$ cat config.mk
export PLATFORM = sky130hd
export DESIGN_NAME = mpuart_rx
export DESIGN_NICKNAME = d
export VERILOG_FILES = /design/src/rtl/mpuart_pkg.sv /design/src/rtl/mpuart_sampler.sv /design/src/rtl/mpuart_den.sv /design/src/rtl/mpuart_accept.sv /design/src/rtl/mpuart_rx.sv
export SDC_FILE = /design/constraint.sdc
export NUM_CORES = 1
export LEC_CHECK = 0
export ABC_AREA = 1
export BUFFER_PORTS_ARGS = -buffer_cell sky130_fd_sc_hd__buf_2
export CAP_MARGIN = 20
export CORE_MARGIN = 1
export CORE_UTILIZATION = 50
export CTS_BUF_LIST = sky130_fd_sc_hd__clkbuf_4 sky130_fd_sc_hd__clkbuf_8
export CTS_CLUSTER_DIAMETER = 50
export DETAILED_ROUTE_END_ITERATION = 12
export GPL_TIMING_DRIVEN = 1
export PLACE_DENSITY = 0.72
export RECOVER_POWER = 25
export SLEW_MARGIN = 20
export SYNTH_ARGS = -nofsm -noshare
export SYNTH_HDL_FRONTEND = slang
export SYNTH_SLANG_ARGS = --single-unit
$ cat constraint.sdc
create_clock -name clk -period 2.8 [get_ports clk]
set_input_delay 0.28 -clock clk [delete_from_list [all_inputs] [get_ports clk]]
set_output_delay 0.28 -clock clk [all_outputs]
set_load 0.005 [all_outputs]
$ cat src/rtl/mpuart_pkg.sv
package mpuart_pkg;
    typedef enum logic [1:0] {
        ST_IDLE  = 2'd0,
        ST_START = 2'd1,
        ST_BITS  = 2'd2,
        ST_STOP  = 2'd3
    } rx_state_e;
endpackage

$ cat src/rtl/mpuart_sampler.sv
module mpuart_sampler
    import mpuart_pkg::*;
#(
    parameter int DW  = 8,
    parameter int OVS = 16
) (
    input  logic          clk,
    input  logic          rst_n,
    input  logic          run,
    input  logic          rxd,
    input  logic          tick,
    output logic          done,
    output logic [DW-1:0] data,
    output logic          abit,
    output logic          stop_ok,
    output logic          busy
);
    localparam int NBITS = DW + 1;
    localparam int CW    = $clog2(OVS);
    localparam int BW    = $clog2(NBITS + 1);
    localparam int MID   = OVS / 2 - 1;

    typedef struct packed {
        rx_state_e        st;
        logic [CW-1:0]    cnt;
        logic [BW-1:0]    nbit;
        logic [NBITS-1:0] sh;
        logic             done;
        logic             stop_ok;
        logic [1:0]       sync;
    } samp_t;

    samp_t s_q, s_d;
    logic  rx_s;

    assign rx_s = s_q.sync[1];

    always_comb begin
        s_d      = s_q;
        s_d.done = 1'b0;
        s_d.sync = {s_q.sync[0], rxd};
        if (!run) begin
            s_d.st   = ST_IDLE;
            s_d.cnt  = '0;
            s_d.nbit = '0;
        end else if (tick) begin
            case (s_q.st)
                ST_IDLE: begin
                    if (!rx_s) begin
                        s_d.st  = ST_START;
                        s_d.cnt = '0;
                    end
                end
                ST_START: begin
                    if (s_q.cnt == CW'(MID)) begin
                        s_d.cnt  = '0;
                        s_d.nbit = '0;
                        s_d.st   = rx_s ? ST_IDLE : ST_BITS;
                    end else begin
                        s_d.cnt = s_q.cnt + 1'b1;
                    end
                end
                ST_BITS: begin
                    if (s_q.cnt == CW'(OVS - 1)) begin
                        s_d.cnt = '0;
                        s_d.sh  = {rx_s, s_q.sh[NBITS-1:1]};
                        if (s_q.nbit == BW'(NBITS - 1)) begin
                            s_d.st = ST_STOP;
                        end else begin
                            s_d.nbit = s_q.nbit + 1'b1;
                        end
                    end else begin
                        s_d.cnt = s_q.cnt + 1'b1;
                    end
                end
                ST_STOP: begin
                    if (s_q.cnt == CW'(OVS - 1)) begin
                        s_d.cnt     = '0;
                        s_d.stop_ok = rx_s;
                        s_d.done    = 1'b1;
                        s_d.st      = ST_IDLE;
                    end else begin
                        s_d.cnt = s_q.cnt + 1'b1;
                    end
                end
                default: s_d.st = ST_IDLE;
            endcase
        end
    end

    always_ff @(posedge clk or negedge rst_n) begin
        if (!rst_n) begin
            s_q      <= '0;
            s_q.st   <= ST_IDLE;
            s_q.sync <= 2'b11;
        end else begin
            s_q <= s_d;
        end
    end

    assign done    = s_q.done;
    assign data    = s_q.sh[DW-1:0];
    assign abit    = s_q.sh[NBITS-1];
    assign stop_ok = s_q.stop_ok;
    assign busy    = (s_q.st != ST_IDLE);
endmodule

$ cat src/rtl/mpuart_den.sv
module mpuart_den (
    input  logic clk,
    input  logic rst_n,
    input  logic pwr_en,
    input  logic rx_en,
    input  logic wr,
    input  logic wdata,
    output logic den
);
    typedef struct packed {
        logic flag;
    } den_t;

    den_t f_q, f_d;

    always_comb begin
        f_d = f_q;
        if (!(pwr_en && rx_en)) begin
            f_d.flag = 1'b1;
        end else if (wr) begin
            f_d.flag = wdata;
        end
    end

    always_ff @(posedge clk or negedge rst_n) begin
        if (!rst_n) f_q <= '{flag: 1'b1};
        else        f_q <= f_d;
    end

    assign den = f_q.flag;
endmodule

$ cat src/rtl/mpuart_accept.sv
module mpuart_accept #(
    parameter int DW = 8
) (
    input  logic          clk,
    input  logic          rst_n,
    input  logic          done,
    input  logic [DW-1:0] data,
    input  logic          abit,
    input  logic          stop_ok,
    input  logic          den,
    input  logic          err_only,
    input  logic          rd,
    output logic [DW-1:0] rx_data,
    output logic          rx_addr,
    output logic          err_frame,
    output logic          err_over,
    output logic          irq_rx,
    output logic          irq_err
);
    typedef struct packed {
        logic [DW-1:0] data;
        logic          addr;
        logic          fe;
        logic          oe;
        logic          full;
        logic          irq_rx;
        logic          irq_err;
    } acc_t;

    acc_t a_q, a_d;
    logic fe_n, oe_n, take;

    always_comb begin
        a_d         = a_q;
        a_d.irq_rx  = 1'b0;
        a_d.irq_err = 1'b0;
        if (rd) a_d.full = 1'b0;
        take = done && (den || abit);
        fe_n = !stop_ok;
        oe_n = a_d.full;
        if (take) begin
            a_d.data    = data;
            a_d.addr    = abit;
            a_d.fe      = fe_n;
            a_d.oe      = oe_n;
            a_d.full    = 1'b1;
            a_d.irq_err = fe_n || oe_n;
            a_d.irq_rx  = !(fe_n || oe_n) || !err_only;
        end
    end

    always_ff @(posedge clk or negedge rst_n) begin
        if (!rst_n) a_q <= '0;
        else        a_q <= a_d;
    end

    assign rx_data   = a_q.data;
    assign rx_addr   = a_q.addr;
    assign err_frame = a_q.fe;
    assign err_over  = a_q.oe;
    assign irq_rx    = a_q.irq_rx;
    assign irq_err   = a_q.irq_err;
endmodule

$ cat src/rtl/mpuart_rx.sv
module mpuart_rx #(
    parameter int DW  = 8,
    parameter int OVS = 16
) (
    input  logic          clk,
    input  logic          rst_n,
    input  logic          pwr_en,
    input  logic          rx_en,
    input  logic          err_irq_only,
    input  logic          den_wr,
    input  logic          den_wdata,
    output logic          den_o,
    input  logic          rxd,
    input  logic          baud_tick,
    input  logic          rd_byte,
    output logic [DW-1:0] rx_data,
    output logic          rx_addr,
    output logic          err_frame,
    output logic          err_over,
    output logic          irq_rx,
    output logic          irq_err
);
    logic          run;
    logic          f_done, f_abit, f_stop_ok, samp_busy;
    logic [DW-1:0] f_data;

    assign run = pwr_en && rx_en;

    mpuart_sampler #(.DW(DW), .OVS(OVS)) u_samp (
        .clk(clk), .rst_n(rst_n), .run(run), .rxd(rxd), .tick(baud_tick),
        .done(f_done), .data(f_data), .abit(f_abit), .stop_ok(f_stop_ok),
        .busy(samp_busy)
    );

    mpuart_den u_den (
        .clk(clk), .rst_n(rst_n), .pwr_en(pwr_en), .rx_en(rx_en),
        .wr(den_wr), .wdata(den_wdata), .den(den_o)
    );

    mpuart_accept #(.DW(DW)) u_acc (
        .clk(clk), .rst_n(rst_n), .done(f_done), .data(f_data),
        .abit(f_abit), .stop_ok(f_stop_ok), .den(den_o),
        .err_only(err_irq_only), .rd(rd_byte), .rx_data(rx_data),
        .rx_addr(rx_addr), .err_frame(err_frame), .err_over(err_over),
        .irq_rx(irq_rx), .irq_err(irq_err)
    );
endmodule

# Word-level counts from Yosys, hierarchy flattened
# Index checks and enable logic that the tools add are counted.
# Widths: inputs -> output; s select.
# totals
ff_bits	38
inputBits	10
out_inout_bits	14
elab_cells	69
# op_classes
n_addsub	2
eq_ne	15
n_mux	23
n_reduce_logical	14
# op_table
operator	n
$pmux 6 s4	1
$mux 21	1
$ne 3x3->1 const B	7
$mux 2	8
$mux 4	4
$mux 13	1
$mux 10	1
$mux 9	1
$add 4x1->4 const B	2
$eq 4x4->1 const B	2
$pmux 4 s2	1
$reduce_and 4->1	2
$mux 6	1
$reduce_and 6->1	1
$reduce_and 5->1	1
$eq 2x2->1 const B	2
$eq 4x3->1 const B	1
$ne 2x2->1 const B	2
$logic_not 1->1	3
$logic_or 1x1->1	3
$mux 1	3
$mux 3	1
$eq 2x1->1 const B	1
$logic_and 1x1->1	2
other kinds (2)	2

# Longest topological paths before layout
# Gate-level depths: netlist (run 1).
# logic_depth
word_depth	6
depth_mapped	10

# Cells and area by module
# A second synthesis (run 1) with hierarchy kept.
# hier_totals
cells_unflattened	223
hier_area_um2	1868.0
# modules_own_cells
mod	n_inst	cells_each	area_each_um2
mpuart_sampler	1	146	1199.9
mpuart_accept	1	68	603.1
mpuart_den	1	7	57.6
mpuart_rx	1	2	7.5

# Worst setup path after synthesis (run 1)
# No wires, ideal clock.
# synth_path
kind	reg2reg
start	register u_samp.s_q[17] in the netlist's numbering
end	register u_samp.s_q, in the netlist u_samp.abit
setup_time_ns	0.121
t_arrival_ns	1.210
setup_slack_ns	1.469
path_stages_with_launch	10
period_less_slack_ns	1.331
path_cell_list	dfrtp_1 ha_1 nand2_2 inv_2 nand2_2 nor2_1 nand2_1 buf_2 nand2_1 o21ai_1
# synth_via
elab_chain_cells	2
# synth_rtl
item	line_no	source
start: declaration	mpuart_sampler.sv:33	samp_t s_q, s_d;
$eq 4x4->1	mpuart_sampler.sv:64	if (s_q.cnt == CW'(OVS - 1)) begin
$reduce_and 4->1 (no line)	--	
# No other way between the ends.
# A chain may end at the register's enable or synchronous reset.

# Final worst setup path (run 1)
# layout_path
start	register u_samp.s_q[17] in the netlist's numbering
end	register u_samp.s_q, in the netlist u_samp.data[5]
# Same word-level chain as after synthesis.

==> results.yml, run 1 <==
final_layout:
  fill_cells: 298
  drive_above_1_share_pct: 20.7
  multi_input_area_um2: 663
  nets: 249
  seq_area_um2: 955
  largest_register: "u_samp.s_q"
  syn2layout_area_growth_pct: 9.52
  final_area_um2: 1970
  largest_reg_flops: 10
  num_antenna_cells: 0
critical_path:
  arrival_ps: 1860
  setup.worst_path.start_class: "register"
  critPathMaxFanout: 11
  path_class: "register to register"
  cp-end-kind: "register"
  critical_path_required_ps: 3040
logic_synthesis:
  ys_seq_elements: 38
  synthCells: 216
  synth_nets: 229
  yosys_warnings: 0
  synth_cell_types: 26
  synth-edff-count: 0
  synth_top_cells_by_count: "nand2_1, dfrtp_1, inv_1"
  synth_top_family_by_area: "simple AND/OR/NAND/NOR gates"
  muxShareOfSynthArea_pct: 0.556
  synth_compound_area_share_pct: 9.03
  synth_top_cell_by_area: "dfrtp_1"
  synth-seq-area-share_pct: 53.0
  synthAdderAreaFrac_pct: 2.08
  synth_area_per_cell_um2: 8.34
  synthXorXnorAreaFrac_pct: 0.973
  syn_area_um2: 1800
  synth_ff_type: "dfrtp_1"
  synth_top_cell_area_share_pct: 48.6
  yosys.area_share.simple_pct: 24.2
  async_reset_ff_share_pct: 100
  synthTopCellsByArea: "dfrtp_1, nand2_1, o21ai_0, dfstp_2, inv_1"
  yosysMostFrequentCell: "nand2_1"
clock_tree:
  insertion_delay_ps: 350
  htreeDepth: 2
  cts_num_sinks: 38
  cts_buffers: 5
  clk_pin_slew_worst_paths_ps: 110
  cts_resized: 0
  cts_buffer_depth: 2
  cts_root_buf: "clkbuf_4"
  cts_tree: "yes"
detailed_routing:
  drc_errors: 0
  firstDrtPassIters: 5
  wl_per_cell_um: 10.4
  drt_iter0_drc: 70
  postRouteAntennaNets: 0
  drt_wl_total_um: 2940
  num_vias: 1368
  viasPerCell: 4.83
power_and_ir_drop:
  intPower_uw: 687
  power.switching_uw: 213
  ir_drop_uv: 289
  power_frac_comb_pct: 4.8
  p_leak_nw: 1.06
  switching_share_pct: 23.7
  p_seq_share_pct: 61.8
  power_density_nw_per_um2: 456
  p_clk_share_pct: 33.3
placed_design:
  io_buffers: 23
  dpl_cell_area_um2: 1900
  gp_congestion: 0.879
  post-place-ws_ps: 1180
  hpwl_um: 2090
sta:
  final-max-slew-violation-count: 39
  finalCritPeriodShare_pct: 58.1
  skew_ps: 6.00
  fin_setup_tns_ps: 0
  min_period_ps: 1630
  setup_ws_ps: 1170
  rsz0062_at_grt: "no"
  hold_violations: 0
  fmax_ghz: 0.615
  slew-limit-headroom_pct: -27.9
  tightest_slew_ps: 1920
  setup_viol_count_final: 0
die:
  dieWidth_um: 62.0
  fp.dieArea_um2: 3840
  ios: 24
  die_h_um: 62.0
  start_util_pct: 53.1
  core_um2: 3390
  rows: 21
run_status:
  status: "complete, but fails checks"
  failed_checks: "max-capacitance violations, max-slew violations"
job:
  cap_viol_max_count: 1
grt:
  grt_max_degree: 39
  grt.overflow.total: 0
  grt.total_usage_pct: 18.1
  grt_pass1_wl_um: 4960
  antenna_found_initial: 0
  first_global_vias: 1191
hold_path:
  min_path_type: "primary input to register"
[cell usage in the layout, fill, tap and decap left out, drive strengths merged]
| cell | instances |
|---|---|
| inv | 27 |
| clkbuf | 7 |
| a22o | 1 |
| dfstp | 3 |
| ha | 3 |
| or2 | 1 |
| dlygate4sd3 | 1 |
| o21ai | 23 |
| nor2 | 17 |
| clkinvlp | 1 |
| nor4 | 1 |
| mux2i | 1 |
| clkinv | 1 |
| nand2 | 68 |
| a21oi | 4 |
| nand3 | 13 |
| o2111ai | 1 |
| buf | 23 |
| dfrtp | 35 |
| xor2 | 2 |
| o22ai | 1 |
| nand4 | 3 |
[path summary, 6_finish.rpt]
kind / start / to / slack, ps / cells after the start
setup / recovery: u_samp.s_q[17] / u_samp.data[5] / 1170 / 9
hold reg to reg: u_samp.s_d[1] / u_samp.rx_s / 370 / 0
min in group asynchronous: rst_n / u_acc.rx_addr / 450 / 1
max in group asynchronous: rst_n / u_samp.s_q[21] / 1250 / 1
setup reg to reg: u_samp.s_q[17] / u_samp.data[5] / 1170 / 9
hold / removal: den_wr / u_den.den / 80 / 2
[power by group through the flow]
stage          clock (mW)  combinational (mW)  sequential (mW)
6_report            0.300              0.0435            0.556
3_3_place_gp            0              0.0435            0.567
5_1_grt             0.328              0.0501            0.557
3_5_place_dp            0              0.0433            0.566
4_1_cts             0.310              0.0434            0.556
2_1_floorplan           0              0.0223            0.566
[area by class of cell]
| cell class | instances | share of cell area (%) |
|---|---|---|
| inverters | 27 | 5.14 |
| clock buffers | 6 | 2.60 |
| clock inverters | 2 | 0.635 |
| flip-flops and latches | 38 | 48.4 |
| repair buffers | 25 | 6.66 |
| well taps | 46 | 2.92 |
| multi-input cells | 139 | 33.6 |
[worst max-delay path, stage by stage (launching register included)]
cell and delay, ps:
dfrtp_1 420, ha_1 230, nand2_2 100, inv_2 50
nand2_2 100, nor2_1 60, nand2_1 260, inv_2 140
nand2_1 80, o21ai_0 80
[repair_timing]
| action | CTS | global route |
|---|---|---|
| buffers inserted | 0 | 0 |
| hold endpoints to repair | 0 | 1 |
| hold buffers | 0 | 1 |
[per-layer routing]
layer / GRT usage [%] / share of wire [%] / up-vias
li1: - / - / 714
met1: 22.4 / 48 / 614
met2: 29.9 / 46 / 35
met3: 6.21 / 4.9 / 5
met4: 5.71 / 1.4 / 0
met5: 0 / 0 / -
[cell families after synthesis]
group / count (synthesis)
and+or+nand+nor: 103
xor gates and xnor gates: 2
buffers and inverters: 39
muxes: 1
adders and majority gates: 3
AOI/OAI and AO/OA: 30
DFF: 38
[stage by stage]
| stage | hold slack, ps | instances | utilization, % | power [mW] |
|---|---|---|---|---|
| 2_1_floorplan | -15.6 | 216 | - | 0.588 |
| 3_3_place_gp | 348 | 274 | 56.0 | 0.610 |
| 3_5_place_dp | 350 | 274 | 56.0 | 0.610 |
| 4_1_cts | 4.04 | 282 | 57.9 | 0.909 |
| 5_1_grt | 80.4 | 283 | 58.2 | 0.935 |
| 6_report | 77.2 | 283 | 58.2 | 0.900 |
No activity file was read; power rests on OpenSTA's default activity.
==> inputs of run 2 (changes only) <==
--- a/config.mk
+++ b/config.mk
@@ -5,7 +5,7 @@
 export SDC_FILE = /design/constraint.sdc
 export NUM_CORES = 1
 export LEC_CHECK = 0
-export ABC_AREA = 1
+export ABC_AREA = 0
 export BUFFER_PORTS_ARGS = -buffer_cell sky130_fd_sc_hd__buf_2
 export CAP_MARGIN = 20
 export CORE_MARGIN = 1
==> constraint.sdc (replaced) <==
create_clock -name clk -period 1.5 [get_ports clk]
set_input_delay 0.15 -clock clk [delete_from_list [all_inputs] [get_ports clk]]
set_output_delay 0.15 -clock clk [all_outputs]
set_load 0.005 [all_outputs]
==> run 2 against run 1 <==
Effect of this change:
- the flow now finishes without violations
- critical path depth is 4 lower
- combinational power up 71%
- worst hold slack got worse by 35 ps
- largest power group unchanged
- cell area is 6.0% higher
==> results.yml, run 2 <==
detailed_routing:
  drt_iter0_drc: 25
  postRouteAntennaNets: 0
  viasPerCell: 5.21
  drt_wl_total_um: 3120
  drc_errors: 0
  wl_per_cell_um: 13.8
  num_vias: 1172
  firstDrtPassIters: 4
critical_path:
  crit_path_end: "u_samp.stop_ok"
  cp.depth: 5
  critPathSlowestCell: "dfrtp_1"
  reg2reg_from: "u_samp.s_q[18]"
  ff2ff_path_depth: 5
  critical_path_required_ps: 1740
  critPathMaxFanout: 5
  max_stage_delay_ps: 410
  critPathLaunch: "u_samp.s_q[18]"
  critPathBufInv: 0
  cp_common_cell: "and3_4"
  cp-end-kind: "register"
  crit_family: "simple AND/OR/NAND/NOR gates"
  path_cells: "ha_4 > and3_4 > and3_4 > and3_4 > mux2_4"
  path_class: "register to register"
  rr_endpoint: "u_samp.stop_ok"
  r2r_setup_slack_ps: 3
  setup.worst_path.start_class: "register"
  arrival_ps: 1740
sta:
  finalCritPeriodShare_pct: 99.8
  skew_ps: 4.53
  fin_setup_tns_ps: 0
  rsz0062_at_grt: "yes"
  tightest_slew_ps: 911
  whs_ps: 42.5
  setup_viol_count_final: 0
  slew-limit-headroom_pct: 39.3
  fmax_ghz: 0.668
  final-max-slew-violation-count: 0
  min_period_ps: 1500
  hold_violations: 0
run_status:
  status: "finished clean"
logic_synthesis:
  synthCells: 143
  ys_seq_elements: 38
  yosysMostFrequentCell: "dfrtp_1"
  synth_top_cell_area_share_pct: 50.1
  synth-seq-area-share_pct: 54.7
  synth_top_cell_by_area: "dfrtp_1"
  synth_area_per_cell_um2: 12.2
  async_reset_ff_share_pct: 100
  synth-edff-count: 0
  synth_cell_types: 36
  synth_ff_type: "dfrtp_1"
  synth_top_cells_by_count: "dfrtp_1, nand2_1, mux2_2"
  yosys_warnings: 0
  syn_area_um2: 1750
  synthTopCellsByArea: "dfrtp_1, mux2_4, mux2_2, dfstp_2, buf_4"
  synth_nets: 156
placed_design:
  io_buffers: 23
  gp_congestion: 0.812
  hpwl_um: 2130
clock_tree:
  cts_buffer_depth: 2
  cts_buffers: 5
  clk_pin_slew_worst_paths_ps: 110
  insertion_delay_ps: 340
  cts_tree: "yes"
  cts_root_buf: "clkbuf_4"
  htreeDepth: 2
  cts_num_sinks: 38
hold_path:
  worstHoldStart: "den_wdata"
  min_path_type: "primary input to register"
  hold_depth: 3
final_layout:
  num_antenna_cells: 0
  largest_register: "u_samp.s_q"
  syn2layout_area_growth_pct: 19.7
  largest_reg_flops: 10
  layout_common_cells: "dfrtp_1, buf_2, nand2_1, buf_4"
  final_common_cell: "dfrtp_1"
  nets: 191
  drive_above_1_share_pct: 44.1
  finalCoreUtilization_pct: 62.7
  fill_cells: 282
die:
  start_util_pct: 52.3
  rows: 21
  ios: 24
  dieWidth_um: 61.1
  fp.dieArea_um2: 3730
  core_um2: 3340
  die_h_um: 61.1
power_and_ir_drop:
  power_mw: 1.82
  switching_share_pct: 20.5
  power_density_nw_per_um2: 873
  p_seq_share_pct: 56.8
  ir_drop_uv: 535
  intPower_mw: 1.45
  p_clk_share_pct: 39.2
  power.switching_uw: 374
  p_leak_nw: 1.03
  power_frac_comb_pct: 4.1
grt:
  first_global_vias: 1110
  grt.overflow.total: 0
  grt_pass1_wl_um: 4980
  grt_max_degree: 39
  grt.total_usage_pct: 19.4
  antenna_found_initial: 0
job:
  cap_viol_max_count: 0
## run 2: logic make-up after synthesis
family,after synthesis,share of synthesized area (%)
buffers and inverters,17,6.88
muxes,21,15.0
adders and majority gates,3,2.15
DFF,38,54.7
AOI/OAI and AO/OA,24,8.45
and+or+nand+nor,38,11.8
xor gates and xnor gates,2,1.00
## run 2: layer usage
metal	global-route usage [%]	up-vias	share of wire, %
li1	-	570	-
met1	22.1	577	43
met2	33.1	19	51
met3	6.30	6	3.7
met4	8.77	0	2.0
met5	0	-	0
## run 2: worst min path at each step
stage	end	slack, ps
final	u_den.den	40
after CTS	u_den.den	40
after floorplan	u_acc.a_q[2]	-150
after detailed placement	u_acc.rx_addr	220
after global routing	u_den.den	40
after global placement	u_samp.data[5]	210
## run 2: area by class of cell
class                           count  area, um^2  share of cell area, %
Tap cell                           46        57.6                   2.75
Clock buffer                        7        52.6                   2.51
Timing Repair Buffer               41         255                   12.2
Sequential cell                    38         956                   45.7
Inverter                            3        11.3                  0.539
Multi-Input combinational cell     89         728                   34.8
Clock inverter                      1        30.0                   1.44
## run 2: stage by stage
| step | setup slack (ps) | std cells | area [um^2] |
|---|---|---|---|
| after floorplan | 1.33 | 143 | 1780 |
| after global placement | 19.2 | 211 | 1940 |
| after detailed placement | -41.7 | 211 | 1940 |
| after CTS | -12.6 | 224 | 2070 |
| after global routing | -45.0 | 225 | 2090 |
| final | 3.36 | 225 | 2090 |
## run 2: repair_timing
action,CTS,global route
setup buffers,1,1
pin swaps,0,2
hold buffers,3,0
setup endpoints to repair,12,5
cloned,1,0
gates resized for setup,1,7
endpoints found under the hold margin,37,0
## run 2: power groups by stage
stage / logic (mW) / registers, mW / clock network [mW]
final: 0.0745 / 1.04 / 0.715
after detailed placement: 0.0657 / 1.05 / 0
after CTS: 0.0737 / 1.04 / 0.728
after floorplan: 0.0176 / 1.06 / 0
after global routing: 0.0837 / 1.04 / 0.780
after global placement: 0.0637 / 1.05 / 0
## run 2: tightest hold or removal path: stages
cell and delay, ps:
buf_2 80, mux2i_1 70, nand2_1 70
==> inputs of run 3 (changes only) <==
--- a/config.mk
+++ b/config.mk
@@ -10,7 +10,7 @@
 export CAP_MARGIN = 20
 export CORE_MARGIN = 1
 export CORE_UTILIZATION = 50
-export CTS_BUF_LIST = sky130_fd_sc_hd__clkbuf_4 sky130_fd_sc_hd__clkbuf_8
+export CTS_BUF_LIST = sky130_fd_sc_hd__clkbuf_2 sky130_fd_sc_hd__clkbuf_4 sky130_fd_sc_hd__clkbuf_8
 export CTS_CLUSTER_DIAMETER = 50
 export DETAILED_ROUTE_END_ITERATION = 12
 export GPL_TIMING_DRIVEN = 1
==> constraint.sdc (replaced) <==
create_clock -name clk -period 1.8 [get_ports clk]
set_input_delay 0.18 -clock clk [delete_from_list [all_inputs] [get_ports clk]]
set_output_delay 0.18 -clock clk [all_outputs]
set_load 0.005 [all_outputs]
==> run 3 against run 2 <==
Effect of this change:
- maximum frequency fell by 12%
- clock power fell by 34%
- setup slack improved by 88 ps
- register-to-register slack improved by 90 ps
- first-iteration DRC count shrank 24%
- via count shrank 3.8%
- sequential power fell by 17%
- power down 24%
- routed wire length decreased by 9.0%
- critical path depth did not move
- largest cell class unchanged
- largest power group unchanged
==> results.yml, run 3 (synthesis results as in run 2) <==
hold_path:
  hold_depth: 3
  min_path_type: "primary input to register"
detailed_routing:
  drt_iter0_drc: 19
  drc_errors: 0
  postRouteAntennaNets: 0
  viasPerCell: 5.29
  num_vias: 1127
  drt_wl_total_um: 2830
  wl_per_cell_um: 13.3
  firstDrtPassIters: 2
clock_tree:
  cts_buffers: 5
  cts_buffer_depth: 2
  post-cts-setup-buffers: 0
  insertion_delay_ps: 350
  cts_tree: "yes"
  clk_pin_slew_worst_paths_ps: 120
  cts_num_sinks: 38
  htreeDepth: 2
  cts_root_buf: "clkbuf_4"
placed_design:
  hpwl_um: 2000
  dpl_cell_area_um2: 1840
  io_buffers: 23
  gp_congestion: 0.831
  place_inst: 202
sta:
  min_period_ps: 1710
  fmax_ghz: 0.585
  final-max-slew-violation-count: 0
  setup_viol_count_final: 0
  slew-limit-headroom_pct: 39.2
  fin_setup_tns_ps: 0
  skew_ps: 8.95
  rsz0062_at_grt: "no"
  tightest_slew_ps: 912
  hold_violations: 0
  finalCritPeriodShare_pct: 94.9
final_layout:
  multi_input_area_um2: 672
  final_area_um2: 1930
  syn2layout_area_growth_pct: 10.6
  largest_reg_flops: 10
  seq_area_um2: 955
  drive_above_1_share_pct: 34.7
  num_antenna_cells: 0
  final_common_cell: "dfrtp_1"
  nets: 179
  largest_register: "u_samp.s_q"
  fill_cells: 290
  fin_cells: 213
  layout_common_cells: "dfrtp_1, buf_2, nand2_1, mux2_2"
die:
  die_h_um: 61.1
  core_um2: 3340
  dieWidth_um: 61.1
  ios: 24
  start_util_pct: 52.3
  rows: 21
  fp.dieArea_um2: 3730
critical_path:
  arrival_ps: 1950
  cp-end-kind: "register"
  critical_path_required_ps: 2040
  critPathMaxFanout: 6
  setup.worst_path.start_class: "register"
  path_class: "register to register"
  ff2ff_path_depth: 5
grt:
  antenna_found_initial: 0
  grt_max_degree: 39
  grt.overflow.total: 0
  grt.total_usage_pct: 18.3
  grt_pass1_wl_um: 4790
  first_global_vias: 1099
power_and_ir_drop:
  p_leak_nw: 0.961
  power_mw: 1.39
  ir_drop_uv: 571
  power_density_nw_per_um2: 717
job:
  cap_viol_max_count: 0
run_status:
  status: "finished clean"
run 3: cell types whose count changed in the layout (fill, tap and decap cells not counted), sizes merged:
cell	previous run	this run
clkinvlp	0	1
bufinv	1	0
clkbuf	8	7
buf	37	26
and3	6	5
clkinv	0	1
run 3: layout make-up:
type	count	share of cell area (%)
Sequential cell	38	49.4
Tap cell	46	2.98
Clock inverter	2	0.648
Multi-Input combinational cell	88	34.8
Inverter	3	0.583
Timing Repair Buffer	30	8.94
Clock buffer	6	2.66
run 3: metrics by stage:
stage	utilization [%]	setup slack [ps]	hold slack (ps)
2_1_floorplan	-	196	-116
5_1_grt	57.9	6.53	73.6
3_5_place_dp	55.2	107	253
3_3_place_gp	55.2	158	247
4_1_cts	58.0	88.1	55.4
6_report	57.9	91.6	63.3
run 3: report_power, final:
group	switching (mW)	internal (mW)
clock network	0.281	0.188
logic	0.0318	0.0207
registers	0.00457	0.859
total	0.317	1.07
run 3: worst max-delay path, cell delays in order, from the launching register on:
cell	delay, ps
dfrtp_1	400
ha_1	250
and3_1	240
and3_2	200
and3_1	180
mux2_2	340
run 3: layer usage:
metal	vias to the layer above	routed length (um)	share of wire, %	track usage, %
li1	542	-	-	-
met1	555	1230	43	21.6
met2	22	1430	50	29.2
met3	8	114	4.0	6.93
met4	0	68	2.4	9.09
met5	-	0	0	0
run 3: final timing paths:
path                                startpoint               end  slack (ps)
max in group asynchronous                rst_n  u_acc.rx_data[5]         670
worst min-delay path                 den_wdata         u_den.den          60
worst max register to register  u_samp.s_q[17]    u_samp.stop_ok          90
min in group asynchronous                rst_n       u_samp.abit         570
worst min register to register   u_samp.s_d[1]       u_samp.rx_s         370
worst max-delay path            u_samp.s_q[17]    u_samp.stop_ok          90
run 3: what timing repair did:
| action | 4_1_cts | 5_1_grt |
|---|---|---|
| endpoints found under the hold margin | 37 | 0 |
| hold buffers | 3 | 0 |
| gates resized for setup | 0 | 0 |
